--- config.mk ---
export PLATFORM = sky130hd
export DESIGN_NAME = accel_pulse_detector
export DESIGN_NICKNAME = d
export VERILOG_FILES = /design/src/rtl/apd_pkg.sv /design/src/rtl/apd_axis_cmp.sv /design/src/rtl/apd_seq.sv /design/src/rtl/accel_pulse_detector.sv
export SDC_FILE = /design/constraint.sdc
export NUM_CORES = 1
export LEC_CHECK = 0
export BUFFER_PORTS_ARGS = -buffer_cell sky130_fd_sc_hd__clkbuf_2
export CORE_ASPECT_RATIO = 1.25
export CORE_MARGIN = 4
export CORE_UTILIZATION = 35
export CTS_CLUSTER_DIAMETER = 50
export DETAILED_ROUTE_END_ITERATION = 8
export GPL_ROUTABILITY_DRIVEN = 0
export PLACE_DENSITY = 0.52
export SETUP_SLACK_MARGIN = 0.3
export SYNTH_ARGS = -nofsm -noshare
export SYNTH_HDL_FRONTEND = slang
export SYNTH_SLANG_ARGS = --single-unit
--- constraint.sdc ---
create_clock -name clk -period 6.48 [get_ports clk]
set_input_delay 0.648 -clock clk [delete_from_list [all_inputs] [get_ports clk]]
set_output_delay 0.648 -clock clk [all_outputs]
set_load 0.005 [all_outputs]
--- src/rtl/apd_pkg.sv ---
`timescale 1ns/1ps
package apd_pkg;
  localparam int unsigned APD_AXES = 3;

  typedef enum logic [2:0] {
    ST_IDLE,
    ST_PULSE1,
    ST_LATENCY,
    ST_WINDOW,
    ST_PULSE2,
    ST_REJECT,
    ST_FALL,
    ST_HOLD
  } apd_state_e;
endpackage

--- src/rtl/apd_axis_cmp.sv ---
`timescale 1ns/1ps
module apd_axis_cmp #(
  parameter int unsigned SAMPLE_W = 8
) (
  input  logic signed [SAMPLE_W-1:0] sample,
  input  logic        [SAMPLE_W-1:0] thresh,
  input  logic                       enable,
  output logic                       over,
  output logic                       under
);
  localparam int unsigned MAG_W = SAMPLE_W + 1;

  logic [MAG_W-1:0] mag;

  // Widened so the most negative code maps to its true magnitude.
  always_comb begin
    if (sample[SAMPLE_W-1]) mag = {1'b0, ~sample} + MAG_W'(1);
    else                    mag = {1'b0, sample};
  end

  assign over  = enable && (mag >= {1'b0, thresh});
  assign under = !enable || (mag < {1'b0, thresh});
endmodule

--- src/rtl/apd_seq.sv ---
`timescale 1ns/1ps
module apd_seq
  import apd_pkg::*;
#(
  parameter int unsigned N_AXES = 3,
  parameter int unsigned CNT_W  = 8
) (
  input  logic              clk,
  input  logic              rst_n,
  input  logic              fire,
  input  logic              det_clear,
  input  logic              and_mode,
  input  logic [N_AXES-1:0] over,
  input  logic              under_all,
  input  logic [N_AXES-1:0] en_mask,
  input  logic [CNT_W-1:0]  dur_win,
  input  logic [CNT_W-1:0]  lat_time,
  input  logic [CNT_W-1:0]  win2,
  output logic              single_evt,
  output logic              double_evt,
  output logic              ff_evt,
  output logic [N_AXES-1:0] src_axes
);
  apd_state_e        state;
  logic [CNT_W-1:0]  cnt;
  logic [N_AXES-1:0] pulse_axes;
  logic              any_over;
  logic [CNT_W-1:0]  win_last;

  assign any_over = |over;
  assign win_last = win2 - CNT_W'(1);

  always_ff @(posedge clk) begin
    if (!rst_n || det_clear) begin
      state      <= ST_IDLE;
      cnt        <= '0;
      pulse_axes <= '0;
      src_axes   <= '0;
      single_evt <= 1'b0;
      double_evt <= 1'b0;
      ff_evt     <= 1'b0;
    end else begin
      single_evt <= 1'b0;
      double_evt <= 1'b0;
      ff_evt     <= 1'b0;
      if (fire) begin
        unique case (state)
          ST_IDLE: begin
            cnt <= '0;
            if (and_mode) begin
              if (under_all) state <= ST_FALL;
            end else if (any_over) begin
              state      <= ST_PULSE1;
              pulse_axes <= over;
            end
          end
          ST_PULSE1, ST_PULSE2: begin
            if (any_over) begin
              pulse_axes <= pulse_axes | over;
              if (cnt == dur_win) state <= ST_REJECT;
              else                cnt   <= cnt + CNT_W'(1);
            end else begin
              src_axes <= pulse_axes;
              cnt      <= '0;
              if (state == ST_PULSE2) begin
                double_evt <= 1'b1;
                state      <= ST_IDLE;
              end else begin
                single_evt <= 1'b1;
                state      <= (win2 == '0) ? ST_IDLE : ST_LATENCY;
              end
            end
          end
          ST_LATENCY: begin
            if (cnt == lat_time) begin
              state <= ST_WINDOW;
              cnt   <= '0;
            end else begin
              cnt <= cnt + CNT_W'(1);
            end
          end
          ST_WINDOW: begin
            if (any_over) begin
              state      <= ST_PULSE2;
              pulse_axes <= over;
              cnt        <= '0;
            end else if (cnt == win_last) begin
              state <= ST_IDLE;
              cnt   <= '0;
            end else begin
              cnt <= cnt + CNT_W'(1);
            end
          end
          ST_REJECT: begin
            if (!any_over) state <= ST_IDLE;
          end
          ST_FALL: begin
            if (!under_all) begin
              state <= ST_IDLE;
            end else if (cnt == lat_time) begin
              ff_evt   <= 1'b1;
              src_axes <= en_mask;
              state    <= ST_HOLD;
            end else begin
              cnt <= cnt + CNT_W'(1);
            end
          end
          ST_HOLD: begin
            if (!under_all) state <= ST_IDLE;
          end
          default: state <= ST_IDLE;
        endcase
      end
    end
  end

  p_evt_excl_r12: assert property (@(posedge clk) disable iff (!rst_n)
    $countones({single_evt, double_evt, ff_evt}) <= 1);

  p_single_one_cycle_r12: assert property (@(posedge clk) disable iff (!rst_n)
    single_evt |=> !single_evt);

  p_evt_after_strobe_r11: assert property (@(posedge clk) disable iff (!rst_n)
    (single_evt || double_evt || ff_evt) |-> $past(fire));

  p_no_double_zero_win_r5: assert property (@(posedge clk) disable iff (!rst_n)
    double_evt |-> ($past(win2) != '0));

  p_double_motion_only_r7: assert property (@(posedge clk) disable iff (!rst_n)
    double_evt |-> !$past(and_mode));

  p_ff_freefall_only_r9: assert property (@(posedge clk) disable iff (!rst_n)
    ff_evt |-> $past(and_mode));

  p_clear_src_r10: assert property (@(posedge clk) disable iff (!rst_n)
    det_clear |=> (src_axes == '0 && !single_evt && !double_evt && !ff_evt));

  p_src_hold_r10: assert property (@(posedge clk) disable iff (!rst_n)
    (!single_evt && !double_evt && !ff_evt && !$past(det_clear)) |-> $stable(src_axes));
endmodule

--- src/rtl/accel_pulse_detector.sv ---
`timescale 1ns/1ps
module accel_pulse_detector
  import apd_pkg::*;
#(
  parameter int unsigned SAMPLE_W = 8,
  parameter int unsigned CNT_W    = 8
) (
  input  logic                clk,
  input  logic                rst_n,
  input  logic                smp_valid,
  output logic                smp_ready,
  input  logic [SAMPLE_W-1:0] acc_x,
  input  logic [SAMPLE_W-1:0] acc_y,
  input  logic [SAMPLE_W-1:0] acc_z,
  input  logic [2:0]          axis_off,
  input  logic                and_mode,
  input  logic [SAMPLE_W-1:0] thresh,
  input  logic [CNT_W-1:0]    dur_win,
  input  logic [CNT_W-1:0]    lat_time,
  input  logic [CNT_W-1:0]    win2,
  input  logic                det_clear,
  output logic                single_evt,
  output logic                double_evt,
  output logic                ff_evt,
  output logic [2:0]          src_axes
);
  localparam int unsigned N_AXES = APD_AXES;

  logic signed [SAMPLE_W-1:0] axis_smp [N_AXES];
  logic [N_AXES-1:0]          en_mask;
  logic [N_AXES-1:0]          over;
  logic [N_AXES-1:0]          under;
  logic                       fire;

  assign axis_smp[0] = acc_x;
  assign axis_smp[1] = acc_y;
  assign axis_smp[2] = acc_z;
  assign en_mask     = ~axis_off;
  assign smp_ready   = 1'b1;
  assign fire        = smp_valid && smp_ready;

  for (genvar a = 0; a < N_AXES; a++) begin : g_axis
    apd_axis_cmp #(.SAMPLE_W(SAMPLE_W)) u_cmp (
      .sample (axis_smp[a]),
      .thresh (thresh),
      .enable (en_mask[a]),
      .over   (over[a]),
      .under  (under[a])
    );
  end

  apd_seq #(.N_AXES(N_AXES), .CNT_W(CNT_W)) u_seq (
    .clk        (clk),
    .rst_n      (rst_n),
    .fire       (fire),
    .det_clear  (det_clear),
    .and_mode   (and_mode),
    .over       (over),
    .under_all  (&under),
    .en_mask    (en_mask),
    .dur_win    (dur_win),
    .lat_time   (lat_time),
    .win2       (win2),
    .single_evt (single_evt),
    .double_evt (double_evt),
    .ff_evt     (ff_evt),
    .src_axes   (src_axes)
  );

  p_masked_axis_r2: assert property (@(posedge clk) disable iff (!rst_n)
    (single_evt || double_evt) |-> ((src_axes & $past(axis_off)) == 3'b000));

  p_ready_no_evt_reset_r11: assert property (@(posedge clk) disable iff (!rst_n)
    $rose(single_evt) |-> $past(smp_valid));
endmodule

# [Word level (Yosys, flattened, before mapping)]
# Cells that the tools add are included.
[op_classes] n_addsub=5 order_cmp=6 n_eq_ne=25 n_mux=37 n_bitwise=9 n_reduce_logical=25
[op_table] cell="3-bit 2-to-1 mux" count=19
[op_table] cell="8-bit 2-to-1 mux" count=7
[op_table] cell="8-bit case mux with 5 select lines" count=1
[op_table] cell="8-bit by 1-bit adder with 9-bit output (second input constant)" count=3
[op_table] cell="9-bit by 8-bit greater-or-equal comparator with 1-bit output" count=3
[op_table] cell="9-bit by 8-bit less-than comparator with 1-bit output" count=3
[op_table] cell="9-bit 2-to-1 mux" count=3
[op_table] cell="8-bit equality test" count=3
[op_table] cell="8-bit NOT" count=3
[op_table] cell="3-bit case mux with 7 select lines" count=1
[op_table] cell="3-bit equality test (second input constant)" count=4
[op_table] cell="2-bit inequality test (second input constant)" count=5
[op_table] cell="5-bit AND reduction" count=2
[op_table] cell="3-bit inequality test (second input constant)" count=3
[op_table] cell="3-bit case mux with 3 select lines" count=1
[op_table] cell="9-bit AND reduction" count=1
[op_table] cell="8-bit by 1-bit adder with 8-bit output (second input constant)" count=1
[op_table] cell="8-bit zero test" count=1
[op_table] cell="2-bit by 1-bit inequality test with 1-bit output (second input constant)" count=4
[op_table] cell="8-bit by 1-bit subtractor with 8-bit output (second input constant)" count=1
[op_table] cell="3-bit by 2-bit equality test with 1-bit output (second input constant)" count=2
[op_table] cell="3-bit by 2-bit inequality test with 1-bit output (second input constant)" count=2
[op_table] cell="3-bit case mux with 2 select lines" count=1
[op_table] cell="6-bit OR reduction" count=1
[op_table] cell="other kinds (19)" count=32
[totals] regBits=20 input_bits=64 out_inout_bits=7 elab_cells=114

# [Depth between registers and ports, before layout]
[depth] word_depth=9 ltp_mapped=14

# [Cells and area by module]
# From an unflattened synthesis, not the netlist that was laid out.
[hier_totals] cells_unflattened=353 hier_area_um2=2822.7
[modules_own_cells] mod="apd_seq" n_inst=1 cells_each=200 area_per_inst_um2=1705.4
[modules_own_cells] mod="apd_axis_cmp" n_inst=3 cells_each=49 area_per_inst_um2=362.8
[modules_own_cells] mod="accel_pulse_detector" n_inst=1 cells_each=6 area_per_inst_um2=28.8

# [Worst setup path before layout]
# Ideal clock, no wire load.
[synth_timing] path_type="in2reg" startpoint="input acc_y[2]" endpoint="register u_seq.cnt[0]" setup_ps=84 t_arrival_ps=3318 t_required_ps=6396 setup_slack_ps=3078 stages=11 path_cell_list="or3_1 -> nor4b_1 -> ha_1 -> a21oi_1 -> nand2_1 -> o31ai_2 -> a41oi_1 -> a2111oi_2 -> buf_4 -> o21ai_4 -> o31ai_2"
[synth_via] elab_chain_len=8
[synth_rtl] item="start, declared" line_no="accel_pulse_detector.sv:13" rtl="input logic [SAMPLE_W-1:0] acc_y,"
[synth_rtl] item="8-bit NOT" line_no="apd_axis_cmp.sv:17" rtl="if (sample[SAMPLE_W-1]) mag = {1'b0, ~sample} + MAG_W'(1);"
[synth_rtl] item="8-bit by 1-bit adder with 9-bit output" line_no="apd_axis_cmp.sv:17"
[synth_rtl] item="9-bit 2-to-1 mux (*)" line_no="apd_axis_cmp.sv:17"
[synth_rtl] item="9-bit by 8-bit greater-or-equal comparator with 1-bit output or 9-bit by 8-bit less-than comparator with 1-bit output (tied branches)" line_no="apd_axis_cmp.sv:21, apd_axis_cmp.sv:22"
[synth_rtl] item="1-bit logical AND or 1-bit logical OR (tied branches)" line_no="apd_axis_cmp.sv:21, apd_axis_cmp.sv:22"
[synth_rtl] item="3-bit OR reduction or 3-bit AND reduction (tied branches)" line_no="apd_seq.sv:30, accel_pulse_detector.sv:59"
[synth_rtl] item="3-bit inequality test (no source line) (tied with other cells)"
[synth_rtl] item="5-bit AND reduction (no source line) or 8-bit case mux with 5 select lines (tied branches)"
[synth_rtl] item="end signal, assigned" line_no="apd_seq.sv:61" rtl="else cnt <= cnt + CNT_W'(1);"
[synth_rtl] item="end signal, assigned" line_no="apd_seq.sv:79" rtl="cnt <= cnt + CNT_W'(1);"
[synth_rtl] item="end signal, assigned" line_no="apd_seq.sv:91" rtl="cnt <= cnt + CNT_W'(1);"
[synth_rtl] item="end, declared" line_no="apd_seq.sv:25" rtl="logic [CNT_W-1:0] cnt;"
# Mark *: on every way between the ends. The rest lies on a longest branch, timed or not.
# A chain may end at the register's enable or synchronous reset.

# [Final worst setup path]
[layout_timing] startpoint="input acc_x[0]" endpoint="register u_seq.cnt[0]"
[layout_via] elab_chain_len=8
[layout_rtl] item="start, declared" line_no="accel_pulse_detector.sv:12" rtl="input logic [SAMPLE_W-1:0] acc_x,"
[layout_rtl] item="8-bit NOT" line_no="apd_axis_cmp.sv:17"
[layout_rtl] item="8-bit by 1-bit adder with 9-bit output" line_no="apd_axis_cmp.sv:17"
[layout_rtl] item="9-bit 2-to-1 mux (*)" line_no="apd_axis_cmp.sv:17"
[layout_rtl] item="9-bit by 8-bit greater-or-equal comparator with 1-bit output or 9-bit by 8-bit less-than comparator with 1-bit output (tied branches)" line_no="apd_axis_cmp.sv:21, apd_axis_cmp.sv:22"
[layout_rtl] item="1-bit logical AND or 1-bit logical OR (tied branches)" line_no="apd_axis_cmp.sv:21, apd_axis_cmp.sv:22"
[layout_rtl] item="3-bit OR reduction or 3-bit AND reduction (tied branches)" line_no="apd_seq.sv:30, accel_pulse_detector.sv:59"
[layout_rtl] item="3-bit inequality test (no source line) (tied with other cells)"
[layout_rtl] item="5-bit AND reduction (no source line) or 8-bit case mux with 5 select lines (tied branches)"
# Marked as above.

==> impl_metrics.py <==
metrics = {
    "sta": {
        "setup_viol": 0,
        "drv_slew": 0,
        "tightest_slew_ps": 1150,
        "min_period_ps": 4160,
        "fin_worst_skew_ps": 9.30,
        "slew_headroom_pct": 23.2,
        "holdWs_ps": 495,
        "timing.fmax_mhz": 240,
        "tns_ps": 0,
        "rsz0062_at_grt": "no",
        "period_share_pct": 64.2,
        "hold_viol": 0,
    },
    "worst_setup_path": {
        "cpMaxStageDelayCell": "a2111oi_2",
        "cp.required_ps": 6670,
        "path_class": "in -> reg",
        "crit_path_cell_trace": "clkbuf_2 -> or3_1 -> nor4b_1 -> ha_1 -> a21oi_1 -> nand2_1 -> o31ai_2 -> a41oi_1 -> a2111oi_2 -> o21ai_4 -> o31ai_2",
        "path_common_cell": "o31ai_2",
        "start_kind": "primary input",
        "critPathCaptureType": "flip-flop",
        "max_stage_delay_ps": 1060,
        "worst-path-max-fanout": 12,
        "critPathArrivalTime_ps": 4350,
    },
    "global_routing": {
        "grt_pass1_wl_um": 12600,
        "grt_max_degree": 19,
        "grt_pass1_vias": 2706,
        "grtUsageTotal_pct": 16.0,
        "antenna_found_initial": 0,
        "grt-ovfl-total": 0,
    },
    "power_and_ir_drop": {
        "power_frac_comb_pct": 40.0,
        "seq_power_share_pct": 30.1,
        "power_frac_clock_pct": 29.9,
        "switching_power_w": 0.000149,
        "vdd_drop_max_mv": 0.0635,
        "p_per_area_nw_per_um2": 128,
        "leakagePower_nw": 1.42,
        "p_int_w": 0.000280,
        "sw_frac_of_total_pct": 34.7,
    },
    "cts": {
        "post_cts_resized": 0,
        "cts_tree": "yes",
        "ctsHoldBuffers": 0,
        "clock_path_buffers": 2,
        "cts_num_sinks": 20,
        "cts_buffers": 3,
        "cts-root-buf": "clkbuf_8",
        "postCtsSetupBuffers": 0,
        "htreeDepth": 1,
        "path_clk_slew_ps": 90,
        "clk_latency_ps": 270,
    },
    "yosys": {
        "ys_ff_latch": 20,
        "synth_edf_count": 0,
        "ys_seq_area_share_pct": 13.7,
        "ys_warn_count": 0,
        "postSynthCellCount": 376,
        "synth_fp_nets": 469,
        "ys.flop_type": "dfxtp_1",
        "netlist_area_um2": 2920,
        "ys_async_sr_fraction_pct": 0,
        "synth_cell_types": 73,
        "syn-mean-instance-area_um2": 7.76,
    },
    "drt": {
        "vias": 2870,
        "drt-initial-drc-count": 158,
        "firstDrtPassIters": 5,
        "wire_per_inst_um": 14.9,
        "drc": 0,
        "vias_per_cell": 5.44,
        "drt-total-wl_um": 7870,
        "ant_nets": 0,
    },
    "placement": {
        "hpwl_um": 6700,
        "port_buffers": 69,
    },
    "die": {
        "core_um2": 8190,
        "start_util_pct": 35.6,
        "die-area_um2": 9870,
        "pin_count": 71,
        "rows": 37,
        "die_x_um": 89.7,
        "die_height_um": 110,
    },
    "flow_run": {
        "max_cap_violations": 0,
    },
    "final_layout": {
        "final_common_cell": "clkbuf_2",
        "final_nets": 525,
        "drive_gt1_share_pct": 24.4,
        "antenna_cells": 0,
        "final_cell_mix": "clkbuf_2 (69), nand2_1 (32), ha_1 (29), xnor2_1 (26), inv_1 (26)",
        "area_growth_pct": 14.4,
    },
    "min_path": {
        "min_path_type": "reg -> reg",
    },
    "run_status": {
        "status": "finished, final reports clean",
    },
}
## worst max-delay path: cells and delay by family
kind,cells,cell delay (ps)
simple gates,3,930
fa+ha+maj,1,330
buf+inv,1,80
compound gates,6,2360
## flip-flops by register name (all words and copies together), names as in the netlist
signal and count:
u_seq.state 3, u_seq.single_evt 1, u_seq.src_axes 3, u_seq.ff_evt 1, u_seq.pulse_axes 3, u_seq.double_evt 1, u_seq.cnt 8
## metal layers
metal | wire length (um) | up-vias | track usage (%) | part of all wire (%)
met3 | 393 | 10 | 1.93 | 5.0
met4 | 104 | 0 | 3.62 | 1.3
met5 | 0 | - | 0 | 0
li1 | - | 1494 | - | -
met2 | 4030 | 74 | 30.0 | 51
met1 | 3340 | 1292 | 18.9 | 42
## logic make-up (layout without fill, tap and decap cells)
family	after synthesis	in the layout	share of synthesized area, %
adders and majority gates	30	30	12.8
DFF	20	20	13.7
xor gates and xnor gates	38	38	11.4
and+or+nand+nor	144	144	27.0
AOI/OAI and AO/OA	94	94	25.9
muxes	4	4	1.37
other	1	1	0.128
buffers and inverters	45	100	7.63
## Yosys cell counts (6+ instances only)
| master | n | area (um^2) |
|---|---|---|
| dfxtp_1 | 20 | 400 |
| nor4_1 | 7 | 43.8 |
| o211ai_1 | 6 | 45.0 |
| o21ai_0 | 16 | 80.1 |
| buf_2 | 6 | 30.0 |
| nor2_1 | 23 | 86.3 |
| xnor2_1 | 26 | 228 |
| inv_1 | 26 | 97.6 |
| ha_1 | 29 | 363 |
| nand4_1 | 10 | 62.6 |
| nor3_1 | 11 | 55.1 |
| nand2_1 | 32 | 120 |
| xor2_1 | 12 | 105 |
| o31ai_1 | 7 | 52.6 |
| nand2b_1 | 9 | 56.3 |
| nand3_1 | 17 | 85.1 |
| or3_1 | 8 | 50.1 |
| a21oi_1 | 21 | 105 |
## worst paths after layout
kind,startpoint,end,slack [ps],cells after the start
max,acc_x[0],u_seq.cnt[0],2320,11
min reg2reg,u_seq.pulse_axes[1],u_seq.pulse_axes[1],500,2
max reg2reg,u_seq.state[0],u_seq.cnt[0],3450,7
min,u_seq.pulse_axes[1],u_seq.pulse_axes[1],500,2
## per-stage QoR
stage               instance area (um^2)  worst slack (ps)  utilization (%)  power, W  cells
finish                              3340              2320             40.8  0.000429    528
global route                        3340              1990             40.8  0.000462    528
CTS                                 3340              2360             40.8  0.000434    528
detailed placement                  3270              2070             39.9  0.000303    524
global placement                    3270              2170             39.9  0.000301    524
floorplan                           2920              3080                -  0.000252    376
## power by group through the flow
stage | Sequential (W) | Combinational, W | Clock, W
6_report | 0.000129 | 0.000171 | 0.000128
5_1_grt | 0.000130 | 0.000194 | 0.000138
4_1_cts | 0.000129 | 0.000172 | 0.000132
3_5_place_dp | 0.000132 | 0.000171 | 0
3_3_place_gp | 0.000132 | 0.000169 | 0
2_1_floorplan | 0.000128 | 0.000124 | 0
## final cells by class
class | instances | area [um^2]
Clock inverter | 1 | 30.0
Sequential cell | 20 | 400
Fill cell | 869 | 4850
Inverter | 26 | 97.6
Timing Repair Buffer | 70 | 353
Multi-Input combinational cell | 311 | 2300
Tap cell | 97 | 121
Clock buffer | 3 | 41.3
Power figures use the tool's default switching activity.
